[src/rtl/seg_dac_pkg.sv]
package seg_dac_pkg;
  localparam int unsigned UP_W  = 5;
  localparam int unsigned MID_W = 4;
  localparam int unsigned LSB_W = 3;

  function automatic int unsigned therm_len(input int unsigned w);
    return (1 << w) - 1;
  endfunction
endpackage

[src/rtl/therm_dec.sv]
module therm_dec #(
  parameter int unsigned IN_W  = 4,
  parameter int unsigned OUT_N = (1 << IN_W) - 1
) (
  input  logic [IN_W-1:0]  bin_i,
  output logic [OUT_N-1:0] therm_o
);
  // bit k is set when the field value exceeds k: fills from bit 0 upward
  for (genvar k = 0; k < OUT_N; k++) begin : g_bit
    assign therm_o[k] = (bin_i > IN_W'(k));
  end
endmodule

[src/rtl/code_splitter.sv]
module code_splitter #(
  parameter int unsigned UP_W   = 5,
  parameter int unsigned MID_W  = 4,
  parameter int unsigned LSB_W  = 3,
  localparam int unsigned CODE_W = UP_W + MID_W + LSB_W,
  localparam int unsigned UP_N   = (1 << UP_W) - 1,
  localparam int unsigned MID_N  = (1 << MID_W) - 1
) (
  input  logic [CODE_W-1:0] code_i,
  output logic [UP_N-1:0]   up_o,
  output logic [MID_N-1:0]  mid_o,
  output logic [LSB_W-1:0]  lsb_o
);
  logic [UP_W-1:0]  up_fld;
  logic [MID_W-1:0] mid_fld;

  assign up_fld  = code_i[CODE_W-1 -: UP_W];
  assign mid_fld = code_i[LSB_W +: MID_W];
  assign lsb_o   = code_i[LSB_W-1:0];

  therm_dec #(.IN_W(UP_W))  u_up  (.bin_i(up_fld),  .therm_o(up_o));
  therm_dec #(.IN_W(MID_W)) u_mid (.bin_i(mid_fld), .therm_o(mid_o));
endmodule

[src/rtl/pair_reg.sv]
module pair_reg #(
  parameter int unsigned W = 8
) (
  input  logic         clk_i,
  input  logic         rst_ni,
  input  logic         idle_i,
  input  logic [W-1:0] d_i,
  output logic [W-1:0] on_o,
  output logic [W-1:0] off_o
);
  // true and complement held in separate flops so both edges of a switch pair match
  always_ff @(posedge clk_i or negedge rst_ni) begin
    if (!rst_ni) begin
      on_o  <= '0;
      off_o <= '1;
    end else if (idle_i) begin
      on_o  <= '0;
      off_o <= '1;
    end else begin
      on_o  <= d_i;
      off_o <= ~d_i;
    end
  end
endmodule

[src/rtl/seg_dac_decoder.sv]
module seg_dac_decoder
  import seg_dac_pkg::*;
#(
  parameter int unsigned UP_BITS  = UP_W,
  parameter int unsigned MID_BITS = MID_W,
  parameter int unsigned LSB_BITS = LSB_W,
  localparam int unsigned CODE_W = UP_BITS + MID_BITS + LSB_BITS,
  localparam int unsigned UP_N   = (1 << UP_BITS) - 1,
  localparam int unsigned MID_N  = (1 << MID_BITS) - 1
) (
  input  logic              clk_i,
  input  logic              rst_ni,
  input  logic              sleep_i,
  input  logic [CODE_W-1:0] code_i,
  output logic [UP_N-1:0]   up_on_o,
  output logic [UP_N-1:0]   up_off_o,
  output logic [MID_N-1:0]  mid_on_o,
  output logic [MID_N-1:0]  mid_off_o,
  output logic [LSB_BITS-1:0] lsb_on_o,
  output logic [LSB_BITS-1:0] lsb_off_o
);
  logic [CODE_W-1:0]   code_q;
  logic [UP_N-1:0]     up_d;
  logic [MID_N-1:0]    mid_d;
  logic [LSB_BITS-1:0] lsb_d;

  // stage 1: input capture
  always_ff @(posedge clk_i or negedge rst_ni) begin
    if (!rst_ni) code_q <= '0;
    else         code_q <= code_i;
  end

  code_splitter #(.UP_W(UP_BITS), .MID_W(MID_BITS), .LSB_W(LSB_BITS)) u_split (
    .code_i(code_q), .up_o(up_d), .mid_o(mid_d), .lsb_o(lsb_d)
  );

  // stage 2: all switch pairs updated on one edge
  pair_reg #(.W(UP_N)) u_up_reg (
    .clk_i, .rst_ni, .idle_i(sleep_i), .d_i(up_d), .on_o(up_on_o), .off_o(up_off_o)
  );
  pair_reg #(.W(MID_N)) u_mid_reg (
    .clk_i, .rst_ni, .idle_i(sleep_i), .d_i(mid_d), .on_o(mid_on_o), .off_o(mid_off_o)
  );
  pair_reg #(.W(LSB_BITS)) u_lsb_reg (
    .clk_i, .rst_ni, .idle_i(sleep_i), .d_i(lsb_d), .on_o(lsb_on_o), .off_o(lsb_off_o)
  );
endmodule

[config.mk]
export PLATFORM = sky130hd
export DESIGN_NAME = seg_dac_decoder
export DESIGN_NICKNAME = d
export VERILOG_FILES = /design/src/rtl/seg_dac_pkg.sv /design/src/rtl/therm_dec.sv /design/src/rtl/code_splitter.sv /design/src/rtl/pair_reg.sv /design/src/rtl/seg_dac_decoder.sv
export SDC_FILE = /design/constraint.sdc
export NUM_CORES = 1
export LEC_CHECK = 0
export ABC_AREA = 1
export BUFFER_PORTS_ARGS = -buffer_cell sky130_fd_sc_hd__buf_2
export CAP_MARGIN = 20
export CELL_PAD_IN_SITES_DETAIL_PLACEMENT = 0
export CELL_PAD_IN_SITES_GLOBAL_PLACEMENT = 1
export CORE_MARGIN = 4
export CORE_UTILIZATION = 25
export CTS_BUF_LIST = sky130_fd_sc_hd__clkbuf_8
export CTS_CLUSTER_SIZE = 20
export DETAILED_ROUTE_END_ITERATION = 6
export PLACE_DENSITY = 0.63
export SYNTH_ARGS = -nofsm -noshare
export SYNTH_HDL_FRONTEND = slang
export SYNTH_HIERARCHICAL = 1
export SYNTH_SLANG_ARGS = --single-unit
export TNS_END_PERCENT = 30
[constraint.sdc]
create_clock -name clk_i -period 1.3 [get_ports clk_i]
set_input_delay 0.065 -clock clk_i [delete_from_list [all_inputs] [get_ports clk_i]]
set_output_delay 0.065 -clock clk_i [all_outputs]
set_load 0.01 [all_outputs]
After elaboration in Yosys (flattened, before gate mapping). Index checks and enable logic that the tools add are counted.

Register bits: 110. Latch bits: 0. RAM bits: 0. Memory bits (read-only): 0. Bits of input ports: 15. Output and inout bits: 98. Logic and storage cells: 62. Memories kept: 0.

Add/sub/neg operators: 0. $mul: 0. Divide/modulo/power cells: 0. $lt $le $gt $ge: 46. Equal/unequal tests: 0. Shifts and indexed selects: 0. Mux-type cells: 6. Bitwise operators: 3. Reduce and logical (&&, ||, !) cells: 0.

Operator list (number): greater-than comparator 5 bit, second input constant (15); two-way mux 31 bit (2); greater-than comparator 5 x 4 -> 1 bit, second input constant (8); inverter 31 bit (1); two-way mux 15 bit (2); greater-than comparator 4 bit, second input constant (7); greater-than comparator 5 x 3 -> 1 bit, second input constant (4); greater-than comparator 4 x 3 -> 1 bit, second input constant (4); inverter 15 bit (1); greater-than comparator 5 x 1 -> 1 bit, second input constant (2); greater-than comparator 5 x 2 -> 1 bit, second input constant (2); greater-than comparator 4 x 1 -> 1 bit, second input constant (2); greater-than comparator 4 x 2 -> 1 bit, second input constant (2); two-way mux 3 bit (2); inverter 3 bit (1).

Depth between registers and ports, before layout. Gate-level depths: netlist of run 1.

Word-level depth: 3. Depth in mapped cells: 7. Mapped depth without buffers: 6.

Modules after synthesis. Netlist of run 1, hierarchy kept.

Modules (own cells, without submodules): pair_reg (u_up_reg) (instances 1, cells each 162, area each 1973.1 um^2, seq. area each 1590.3 um^2); pair_reg (u_mid_reg) (instances 1, cells each 79, area each 978.4 um^2, seq. area each 769.5 um^2); seg_dac_decoder (instances 1, cells each 12, area each 300.3 um^2, seq. area each 300.3 um^2); therm_dec (u_split.u_up) (instances 1, cells each 64, area each 292.8 um^2, seq. area each 0.0 um^2); pair_reg (u_lsb_reg) (instances 1, cells each 16, area each 191.4 um^2, seq. area each 153.9 um^2); therm_dec (u_split.u_mid) (instances 1, cells each 26, area each 115.1 um^2, seq. area each 0.0 um^2); code_splitter (instances 1, cells each 3, area each 22.5 um^2, seq. area each 0.0 um^2).

Worst setup path before layout of run 1. OpenSTA, ideal clock, no wires.

Kind: register to register. Start: reg code_q[10]. End: reg u_up_reg.on_o[4]. Setup time: 0.121 ns. Arrival: 0.987 ns. Data required time: 1.179 ns. Path slack: 0.192 ns. Stages on the path, launching flop included: 6. Buffers on the path: 1. Clock period less this slack: 1.108 ns. Path through: dfrtp_1 buf_6 nor2_1 o21ai_0 inv_1 nor2_1.

Cells in the longest elaborated chain, start to end: 2.

RTL lines: from (decl) (line seg_dac_decoder.sv:22) `logic [CODE_W-1:0] code_q;`; from (signal assigned) (line seg_dac_decoder.sv:30) `else code_q <= code_i;`; greater-than comparator 5 x 3 -> 1 bit (line therm_dec.sv:10) `assign therm_o[k] = (bin_i > IN_W'(k));`; named net up_d[4] (line seg_dac_decoder.sv:23) `logic [UP_N-1:0] up_d;`; two-way mux 31 bit (line pair_reg.sv:16) `end else if (idle_i) begin`; to (signal assigned) (line pair_reg.sv:20) `on_o <= d_i;`; to (decl) (line pair_reg.sv:8) `output logic [W-1:0] on_o,`.

The timed path passes the listed nets, and every way through them passes these cells.

Worst setup path after layout of run 1.
Start: reg code_q[8]. End: reg u_up_reg.on_o[22].

Cells in the longest elaborated chain, start to end: 2.

RTL lines (line): greater-than comparator 5 bit (therm_dec.sv:10); named net up_d[22] (seg_dac_decoder.sv:23); two-way mux 31 bit (pair_reg.sv:16).

The timed path passes the listed nets, and every way through them passes these cells.

==> metrics.md, run 1 <==
| Metric | Value |
|---|---|
| Run status | `finished clean` |
| Total Wirelength | `9450 um` |
| Clk Latency, worst-skew pair | `0.37 ns` |
| Filler cell count | `1587` |
| Final Cycle Share | `0.926` |
| Power Total | `a little under 7 mW` |
| Delay of the slowest cell on the worst path | `roughly 0.47 ns` |
| Tightest Hold Check Type | `in -> reg` |
| Placed Cells | `about 650` |
| Clock buffer depth | `2` |
| Syn-to-layout area delta | `30.7%` |
| PD cells | `1350 nW/um^2` |
| Summed instance area of the synthesized netlist | `a little under 4000 um^2` |
| Pin count of the biggest net entering global routing | `43` |
| Count of cell types in the netlist | `20` |
| Crit path required time | `1.61 ns` |
| Switching Fraction | `0.240` |
| Total vias in the final route | `2655` |
| Diodes inserted | `0` |
| Remaining antenna violation count | `0` |
| Layout net count | `~500` |
| Cell types occupying the most area after synthesis | `dfrtp_1 39%, dfstp_2 33%, nand2_1 7.2%` |
| Root Buffer Master | `clkbuf_8` |
| Logic pwr share | `0.104` |
| Initial Util | `0.255` |
| Worst Max-Slew Pin Slew | `0.428 ns` |
| Leading register cell type out of synthesis | `dfrtp_1` |
| Die area | `approximately 18000 um^2` |
| Setup repair after global routing missed its margin | `true` |
| Worst rel slew slack | `0.715` |
| Final instance area | `5060 um^2` |
| Global routing usage summed across all routing layers | `0.110` |
| Yosys reg bits | `110` |
| Placed cell areas | `4680 um^2` |
| Slew Viols, Final | `0` |
| Initial DRC count | `about 120` |
| Post-route clock skew | `between 0.009 and 0.01 ns` |
| Core region area | `15200 um^2` |
| Global-route congestion overflow total | `0` |
| Max FO, Critical Path | `6` |
| Kind of cell adding the most delay to the critical path | `flip-flops` |
| Top cells by instance count after synthesis | `74 x nand2_1, 65 x inv_1, 65 x nor2_1` |
| FMAX | `831 MHz` |
| Net switching power figure | `roughly 1.6 mW` |
| Number of synthesis warnings | `6` |
| Clock share of power | `0.350` |
| TritonCTS Buffers | `9` |
| Sequential group share of total power | `0.546` |
| Buffers & Inverters on Critical Path | `2` |
| Final GP Congestion | `0.758` |
| TritonCTS clock tree | `built` |
| Overall die width | `132 um` |
| Initial antenna violation count | `0` |
| Proportion of layout cells with a drive suffix above 1 | `0.403` |
| Worst IR Drop VDD | `0.457 mV` |
| CTS HTree Levels | `3` |
| Max-capacitance violation count | `0` |
| Int Power | `5.20 mW` |
| First-pass GRT wire length | `14700 um` |
| Worst hold-check slack | `0.0760 ns` |
| Number of standard cells in the final layout excluding fillers | `684` |
| Vias in the first global route | `about 2.7k` |
| Fin crit period | `1.20 ns` |
| Hold Violations, Final | `0` |
| Clock slew at the register clock pins of the worst setup and hold paths | `~0.1 ns` |
| Area share of the leading cell type in the synthesized netlist | `0.394` |
| Synthesized netlist net count | `roughly 380` |
| Count of buffers inserted at the top-level ports | `112` |
| Startpoint-to-endpoint class of the critical path | `reg -> reg` |
| Sinks on Clock Net | `110` |
| Placement row count | `45` |
| Setup crit start kind | `flop` |
| Overall die height | `between 100 and 150 um` |
| Synthesized instance count | `~360` |
| Cell with the most instances after synthesis | `nand2_1` |
| Sequential fraction of the synthesis area | `0.726` |
| Final count of negative-setup-slack endpoints | `0` |
| Number of DRC violations after detailed routing | `0` |
| Detailed-router iteration count before antenna repair | `5` |
| Total I/O pin count | `113` |
| Fraction of registers with async set or reset after synthesis | `1.00` |
| Cell type with the largest total area after synthesis | `dfrtp_1` |
| Critical path cell sequence | `buf_4 -> nand3_1 -> o21ai_0 -> inv_1 -> nor2_1` |
| Total leakage power | `2.68 nW` |
| Kind of end point of the critical path | `flop` |
| Final HPWL from detailed placement | `6900 um` |
| Data arrival at the endpoint of the critical path | `~1.5 ns` |
| Mean area per synthesized cell | `~11 um^2` |
| Routed wire per std cell | `13.8 um` |
| Critical path's slowest cell | `dfrtp_1` |
| Number of enable flip-flop cells after synthesis | `0` |
| Via density | `3.88` |
==> sequential cells by signal, summed over array words and instances, names as in the netlist <==
register and cells:
u_lsb_reg/on_o 3, u_lsb_reg/off_o 3, code_q 12, u_mid_reg/off_o 15, u_mid_reg/on_o 15, u_up_reg/off_o 31
u_up_reg/on_o 31
==> per-stage QoR <==
stage	setup WS (ns)	setup TNS, ns	util
2_1_floorplan	0.192	0	-
3_3_place_gp	-0.00824	-0.00824	0.308
3_5_place_dp	0.00283	0	0.308
4_1_cts	0.0592	0	0.332
5_1_grt	-0.00915	-0.0151	0.333
6_report	0.0961	0	0.333
==> power groups by stage <==
stage,clock network [mW],registers [mW],logic [mW]
after global placement,0,3.79,0.689
after detailed placement,0,3.80,0.695
final,2.39,3.73,0.708
after CTS,2.50,3.74,0.725
after floorplan,0,3.86,0.257
after global routing,2.62,3.76,0.795
==> routing by layer <==
layer	global-route usage	share of wire	vias up
met3	0.0323	0.074	12
met4	0.0450	0.021	0
met5	0	0	-
li1	-	-	1292
met2	0.169	0.47	102
met1	0.146	0.44	1249
==> placed cells by master (no fill, tap or decap), types with 4 or more instances in the layout <==
| master | Yosys | final |
|---|---|---|
| o21ai_0 | 6 | 4 |
| clkbuf_8 | 0 | 9 |
| dfrtp_1 | 61 | 58 |
| inv_1 | 65 | 66 |
| nor2_1 | 65 | 65 |
| buf_4 | 5 | 7 |
| dlygate4sd3_1 | 0 | 13 |
| nand3_1 | 9 | 9 |
| buf_12 | 0 | 5 |
| dfstp_2 | 49 | 49 |
| nand2_1 | 74 | 74 |
| buf_2 | 7 | 111 |
| a21oi_1 | 4 | 4 |
==> worst reg2reg max path, stage by stage, from the launching register on <==
cell	delay, ns
dfrtp_1	0.47
buf_4	0.17
nand3_1	0.10
o21ai_0	0.24
inv_1	0.07
nor2_1	0.09
==> final timing paths <==
kind / startpoint / endpoint / slack, ns / cells after the start
worst max register to register: code_q[8] / u_up_reg/on_o[22] / 0.1 / 5
worst max-delay path: code_q[8] / u_up_reg/on_o[22] / 0.1 / 5
max in group asynchronous: rst_ni / u_lsb_reg/off_o[0] / 0.56 / 3
worst min-delay path: sleep_i / u_up_reg/off_o[29] / 0.08 / 3
min in group asynchronous: rst_ni / u_up_reg/on_o[24] / 0.17 / 2
worst min register to register: code_q[1] / u_lsb_reg/off_o[1] / 0.40 / 1
==> timing repair <==
action	CTS	global route
pin swaps	0	0
gates cloned	0	0
resized for setup	1	4
hold buffers	13	0
hold endpoints to repair	85	0
setup endpoints to repair	1	12
buffers inserted	0	1
==> cells by family (layout without fill, tap and decap cells) <==
kind of cell	Yosys count	in the layout	share of synthesized area
AND/OR/NAND/NOR	154	154	0.157
flip-flops	110	110	0.726
buffers and inverters	86	220	0.0988
AO/OA/AOI/OAI	12	12	0.0174
==> area by class of cell <==
type | instances | area, um^2 | share of cell area
Sequential cell | 110 | 2820 | 0.557
Timing Repair Buffer | 136 | 838 | 0.166
Multi-Input combinational cell | 166 | 677 | 0.134
Inverter | 68 | 258 | 0.0509
Tap cell | 188 | 235 | 0.0465
Clock buffer | 9 | 124 | 0.0245
Clock inverter | 7 | 113 | 0.0222
(Power assumes the default switching activity.)
==> inputs of run 2 (changes only) <==
--- a/config.mk
+++ b/config.mk
@@ -16,6 +16,7 @@
 export CTS_CLUSTER_SIZE = 20
 export DETAILED_ROUTE_END_ITERATION = 6
 export PLACE_DENSITY = 0.63
+export REMOVE_ABC_BUFFERS = 1
 export SYNTH_ARGS = -nofsm -noshare
 export SYNTH_HDL_FRONTEND = slang
 export SYNTH_HIERARCHICAL = 1
==> run 2 against run 1 <==
Compared with the run above: first-iteration DRC count increased by 23%; via count decreased by 1.5%; die area unchanged; sequential power about the same; non-clock buffer count increased by 1; flip-flop and latch count unchanged; hold slack improved by 0.0085 ns; maximum frequency increased by 2.4%; largest power group unchanged; clock power decreased by 13%; final cell count increased by 0.15%; critical endpoint is now u_up_reg/on_o[8]; setup slack improved by 0.028 ns; sequential share of layout area increased by 0.41 points.
==> metrics.md, run 2 (synthesized netlist as in run 1, its figures left out) <==
| Metric | Value |
|---|---|
| Run status | `finished clean` |
| CTS HTree Levels | `3` |
| Max FO, Critical Path | `7` |
| Root Buffer Master | `clkbuf_8` |
| Leading registers by flop count | `u_up_reg/off_o: 31 flops, u_up_reg/on_o: 31 flops` |
| Critical path cell sequence | `buf_4 -> nor2_4 -> nand2_1 -> nand2_1 -> nand2_1 -> inv_1 -> nor2_1` |
| PD cells | `~1300 nW/um^2` |
| Data arrival at the endpoint of the critical path | `1.43 ns` |
| Proportion of layout cells with a drive suffix above 1 | `0.402` |
| Power Total | `6.51 mW` |
| Setup repair after global routing missed its margin | `true` |
| Delay of the slowest cell on the worst path | `0.40 ns` |
| Clk Latency, worst-skew pair | `0.37 ns` |
| Via density | `roughly 3.8` |
| Worst IR Drop VDD | `0.405 mV` |
| Total leakage power | `2.67 nW` |
| Critical path's slowest cell | `dfrtp_1` |
| Number of buffers added for setup after CTS | `0` |
| Global routing usage summed across all routing layers | `0.109` |
| Worst hold-check slack | `0.0846 ns` |
| Tightest Hold Check Type | `in -> reg` |
| Fin crit period | `1.18 ns` |
| Vias in the first global route | `2770` |
| Kind of end point of the critical path | `flop` |
| Worst Max-Slew Pin Slew | `about 0.36 ns` |
| Total vias in the final route | `2615` |
| Final HPWL from detailed placement | `roughly 6700 um` |
| Total I/O pin count | `113` |
| Placement row count | `45` |
| Core region area | `~15000 um^2` |
| Filler cell count | `between 1.5k and 2k` |
| Total Wirelength | `9020 um` |
| Post-route clock skew | `0.0123 ns` |
| Startpoint-to-endpoint class of the critical path | `reg -> reg` |
| Initial Util | `0.255` |
| Initial antenna violation count | `0` |
| Crit path required time | `1.56 ns` |
| Final count of negative-setup-slack endpoints | `0` |
| Worst rel slew slack | `0.757` |
| Diodes inserted | `0` |
| Number of DRC violations after detailed routing | `0` |
| Syn-to-layout area delta | `29.6%` |
| Overall die height | `132 um` |
| Slew Viols, Final | `0` |
| Critical path's most frequent cell | `nand2_1` |
| Routed wire per std cell | `13.2 um` |
| Leading cell types in the layout, fill and taps excluded | `111 x buf_2, 74 x nand2_1, 66 x inv_1, 64 x nor2_1, 60 x dfrtp_1` |
| Final GP Congestion | `around 0.70` |
| First-pass GRT wire length | `around 15000 um` |
| Clock slew at the register clock pins of the worst setup and hold paths | `0.10 ns` |
| Remaining antenna violation count | `0` |
| Overall die width | `132 um` |
| Detailed-router iteration count before antenna repair | `4` |
| Count of buffers inserted at the top-level ports | `approximately 110` |
| Leading cell type in the layout, fill and taps excluded | `buf_2` |
| Pin count of the biggest net entering global routing | `27` |
| Sinks on Clock Net | `110` |
| Hold Violations, Final | `0` |
| Setup crit start kind | `flop` |
| Layout net count | `507` |
| TritonCTS clock tree | `built` |
| Global-route congestion overflow total | `0` |
| TritonCTS Buffers | `9` |
| FMAX | `850 MHz` |
| Initial DRC count | `between 150 and 200` |
| Final Cycle Share | `0.905` |
| Max-capacitance violation count | `0` |
| Clock buffer depth | `2` |
| Die area | `17600 um^2` |
[run 2: worst paths after layout]
path / start / end / slack (ns) / depth (start not counted)
worst max-delay path: code_q[9] / u_up_reg/on_o[8] / 0.12 / 7
worst min-delay path: sleep_i / u_lsb_reg/off_o[0] / 0.08 / 3
worst max register to register: code_q[9] / u_up_reg/on_o[8] / 0.12 / 7
worst min register to register: code_q[0] / u_lsb_reg/off_o[0] / 0.41 / 1
max in group asynchronous: rst_ni / u_lsb_reg/off_o[2] / 0.56 / 3
min in group asynchronous: rst_ni / u_mid_reg/on_o[0] / 0.13 / 2
[run 2: critical path: cells and delay by family (launching register included)]
| family | cells | cell delay (ns) |
|---|---|---|
| AND/OR/NAND/NOR | 5 | 0.42 |
| flip-flops | 1 | 0.40 |
| buffers and inverters | 2 | 0.24 |
[run 2: where the power goes]
part	total [mW]	leakage (nW)	internal [mW]	switching (mW)
clock	2.08	0.110	0.982	1.10
sequential	3.72	1.29	3.66	0.0668
combinational	0.705	1.27	0.263	0.442
total	6.51	2.67	4.90	1.61
[run 2: routing by layer]
metal / wire length (um) / vias up / GRT usage
met1: 4310 / 1232 / 0.145
met5: 0 / - / 0
met2: 4000 / 85 / 0.166
li1: - / 1289 / -
met3: 590 / 9 / 0.0354
met4: 115 / 0 / 0.0416
[run 2: through the flow]
step	util	setup TNS [ns]	area, um^2	setup slack (ns)	cells
6_report	0.330	0	5020	0.124	685
5_1_grt	0.330	-0.00784	5020	-0.00784	685
4_1_cts	0.330	0	5020	0.0260	685
3_5_place_dp	0.308	0	4690	0.0651	656
3_3_place_gp	0.308	0	4690	0.128	656
2_1_floorplan	-	0	3750	0.213	344
[run 2: repair_timing]
item,in CTS,in global routing
gates resized for setup,0,4
hold buffers,13,0
endpoints found under the hold margin,79,0
setup endpoints to repair,0,6
[run 2: cell type report]
type                            instances  area (um^2)  area share
Clock buffer                           11          151      0.0302
Sequential cell                       110         2820       0.561
Timing Repair Buffer                  137          833       0.166
Inverter                               68          258      0.0513
Clock inverter                          5         48.8     0.00972
Multi-Input combinational cell        166          679       0.135
Tap cell                              188          235      0.0468
==> inputs of run 3 (changes only) <==
--- a/config.mk
+++ b/config.mk
@@ -15,8 +15,10 @@
 export CTS_BUF_LIST = sky130_fd_sc_hd__clkbuf_8
 export CTS_CLUSTER_SIZE = 20
 export DETAILED_ROUTE_END_ITERATION = 6
+export GPL_TIMING_DRIVEN = 0
 export PLACE_DENSITY = 0.63
 export REMOVE_ABC_BUFFERS = 1
+export SETUP_SLACK_MARGIN = 0.5
 export SYNTH_ARGS = -nofsm -noshare
 export SYNTH_HDL_FRONTEND = slang
 export SYNTH_HIERARCHICAL = 1
==> run 3 against run 2 <==
Compared with the run above: combinational power is 17% higher; hold slack got worse by 0.36 ns; clock skew down 0.0048 ns; global-route usage increased by 0.28 points; the run now ends with hold timing left; clock-buffer cell count fell by 1; largest power group unchanged; final area rose by 8.1%; sequential power is essentially flat; flip-flop and latch count unchanged; highest routed layer unchanged; die area stayed put; core utilization up 2.7 points; final cell count increased by 1.9%.
==> metrics.md, run 3 (synthesized netlist as in run 1, its figures left out) <==
| Metric | Value |
|---|---|
| Final count of negative-setup-slack endpoints | `0` |
| Remaining antenna violation count | `0` |
| Failing checks | `hold timing` |
| Pin count of the biggest net entering global routing | `57` |
| Crit path required time | `1.62 ns` |
| Max FO, Critical Path | `6` |
| Util after Layout | `0.357` |
| Global routing usage summed across all routing layers | `0.112` |
| Hold Violations, Final | `30` |
| Core region area | `roughly 15000 um^2` |
| Die area | `17600 um^2` |
| Proportion of layout cells with a drive suffix above 1 | `0.524` |
| TritonCTS Buffers | `9` |
| Kind of cell adding the most delay to the critical path | `flip-flops` |
| Int Power | `roughly 4.8 mW` |
| Max-capacitance violation count | `0` |
| Syn-to-layout area delta | `40.1%` |
| Global-route congestion overflow total | `0` |
| Critical path's slowest cell | `dfrtp_2` |
| Number of DRC violations after detailed routing | `0` |
| Setup repair after global routing missed its margin | `true` |
| Clock slew at the register clock pins of the worst setup and hold paths | `0.10 ns` |
| Total leakage power | `2.80 nW` |
| Filler cell count | `1539` |
| Layout net count | `520` |
| Initial antenna violation count | `0` |
| Leading cell types in the layout, fill and taps excluded | `85 x buf_2, 62 x nand2_1, 55 x dfrtp_1, 53 x nor2_1, 51 x inv_1` |
| Vias in the first global route | `2854` |
| Net switching power figure | `about 1.7 mW` |
| Setup crit start kind | `flop` |
| Worst IR Drop VDD | `0.536 mV` |
| Logic pwr share | `0.126` |
| Clock share of power | `0.301` |
| Worst Setup Slack post-DPL | `-0.533 ns` |
| Routed wire per std cell | `about 13 um` |
| Sequential group share of total power | `0.573` |
| Number of buffers added to fix hold violations after cts | `12` |
| Total I/O pin count | `113` |
| Sinks on Clock Net | `110` |
| Post-route clock skew | `0.00756 ns` |
| Diodes inserted | `0` |
| Initial Util | `0.255` |
| Worst hold-check slack | `-0.278 ns` |
| Worst Max-Slew Pin Slew | `0.687 ns` |
| Data arrival at the endpoint of the critical path | `1.49 ns` |
| Slew Viols, Final | `0` |
| Clk Latency, worst-skew pair | `0.38 ns` |
| Leading cell type in the layout, fill and taps excluded | `buf_2` |
| Leading registers by flop count | `u_up_reg/off_o: 31 flops, u_up_reg/on_o: 31 flops` |
| Sum Neg Setup Slack | `0 ns` |
| Clock buffer depth | `2` |
| Overall die height | `132 um` |
| Run status | `finished with violations` |
| Count of buffers inserted at the top-level ports | `112` |
| Detailed-router iteration count before antenna repair | `4` |
| First-pass GRT wire length | `15200 um` |
| Tightest Hold Check Type | `in -> async` |
| Initial DRC count | `86` |
| Delay of the slowest cell on the worst path | `between 0.5 and 0.6 ns` |
| Post-route worst setup slack | `0.125 ns` |
| PD cells | `1200 nW/um^2` |
| Buffers & Inverters on Critical Path | `3` |
| Total vias in the final route | `2695` |
| Kind of end point of the critical path | `flop` |
| Switching Fraction | `0.268` |
| Multi-input gate area in the final layout | `830 um^2` |
| Fin crit period | `1.18 ns` |
| Startpoint-to-endpoint class of the critical path | `reg -> reg` |
| Final HPWL from detailed placement | `slightly above 6000 um` |
| Critical path cell sequence | `nand2_4 -> nor2_4 -> buf_4 -> buf_6 -> inv_2 -> nor2_1` |
| Placement row count | `45` |
| Total Wirelength | `9280 um` |
| Worst rel slew slack | `0.542` |
| Overall die width | `132 um` |
| Final GP Congestion | `0.700` |
| FMAX | `851 MHz` |
| Register area | `2820 um^2` |
| Root Buffer Master | `clkbuf_8` |
| Via density | `about 3.9` |
| TritonCTS clock tree | `built` |
| CTS HTree Levels | `3` |
| Final Cycle Share | `0.904` |
[run 3: repair_timing]
action,CTS,global route
setup endpoints to repair,191,188
setup buffers,12,12
pin swaps,11,8
cloned,1,0
resized for setup,51,57
hold endpoints to repair,42,30
[run 3: final timing paths]
path	startpoint	end	slack (ns)	cells past startpoint
min in group clk_i	sleep_i	u_lsb_reg/off_o[2]	0.07	3
worst max-delay path	code_q[11]	u_up_reg/on_o[27]	0.12	6
max in group asynchronous	rst_ni	u_up_reg/off_o[11]	0.80	2
worst min-delay path	rst_ni	u_mid_reg/on_o[3]	-0.28	1
worst min register to register	code_q[2]	u_lsb_reg/off_o[2]	0.40	1
worst max register to register	code_q[11]	u_up_reg/on_o[27]	0.12	6
[run 3: layout make-up]
class                      instances  share of cell area
sequential                       110               0.520
timing repair buffer             149               0.200
multi-input combinational        166               0.153
inverter                          68              0.0482
tap                              188              0.0433
clock buffer                      10              0.0254
clock inverter                     6             0.00945
timing repair inverter             1             0.00138
[run 3: metal layers]
layer  vias to the layer above  wire length [um]  GRT usage
li1                       1318                 -          -
met3                        11               645     0.0475
met5                         -                 0          0
met4                         0               136     0.0433
met1                      1280              4070      0.138
met2                        86              4430      0.173
[run 3: per-stage QoR]
step	power, mW	instance area [um^2]	std cells
detailed placement	4.45	4570	645
global route	6.95	5430	698
CTS	6.60	5110	686
global placement	4.43	4540	644
finish	6.54	5430	698
floorplan	4.07	3750	344
[run 3: power groups by stage]
stage	Combinational, mW	Sequential [mW]	Clock, mW
2_1_floorplan	0.198	3.87	0
3_3_place_gp	0.636	3.79	0
3_5_place_dp	0.652	3.80	0
6_report	0.826	3.74	1.97
5_1_grt	0.924	3.77	2.25
4_1_cts	0.755	3.74	2.11
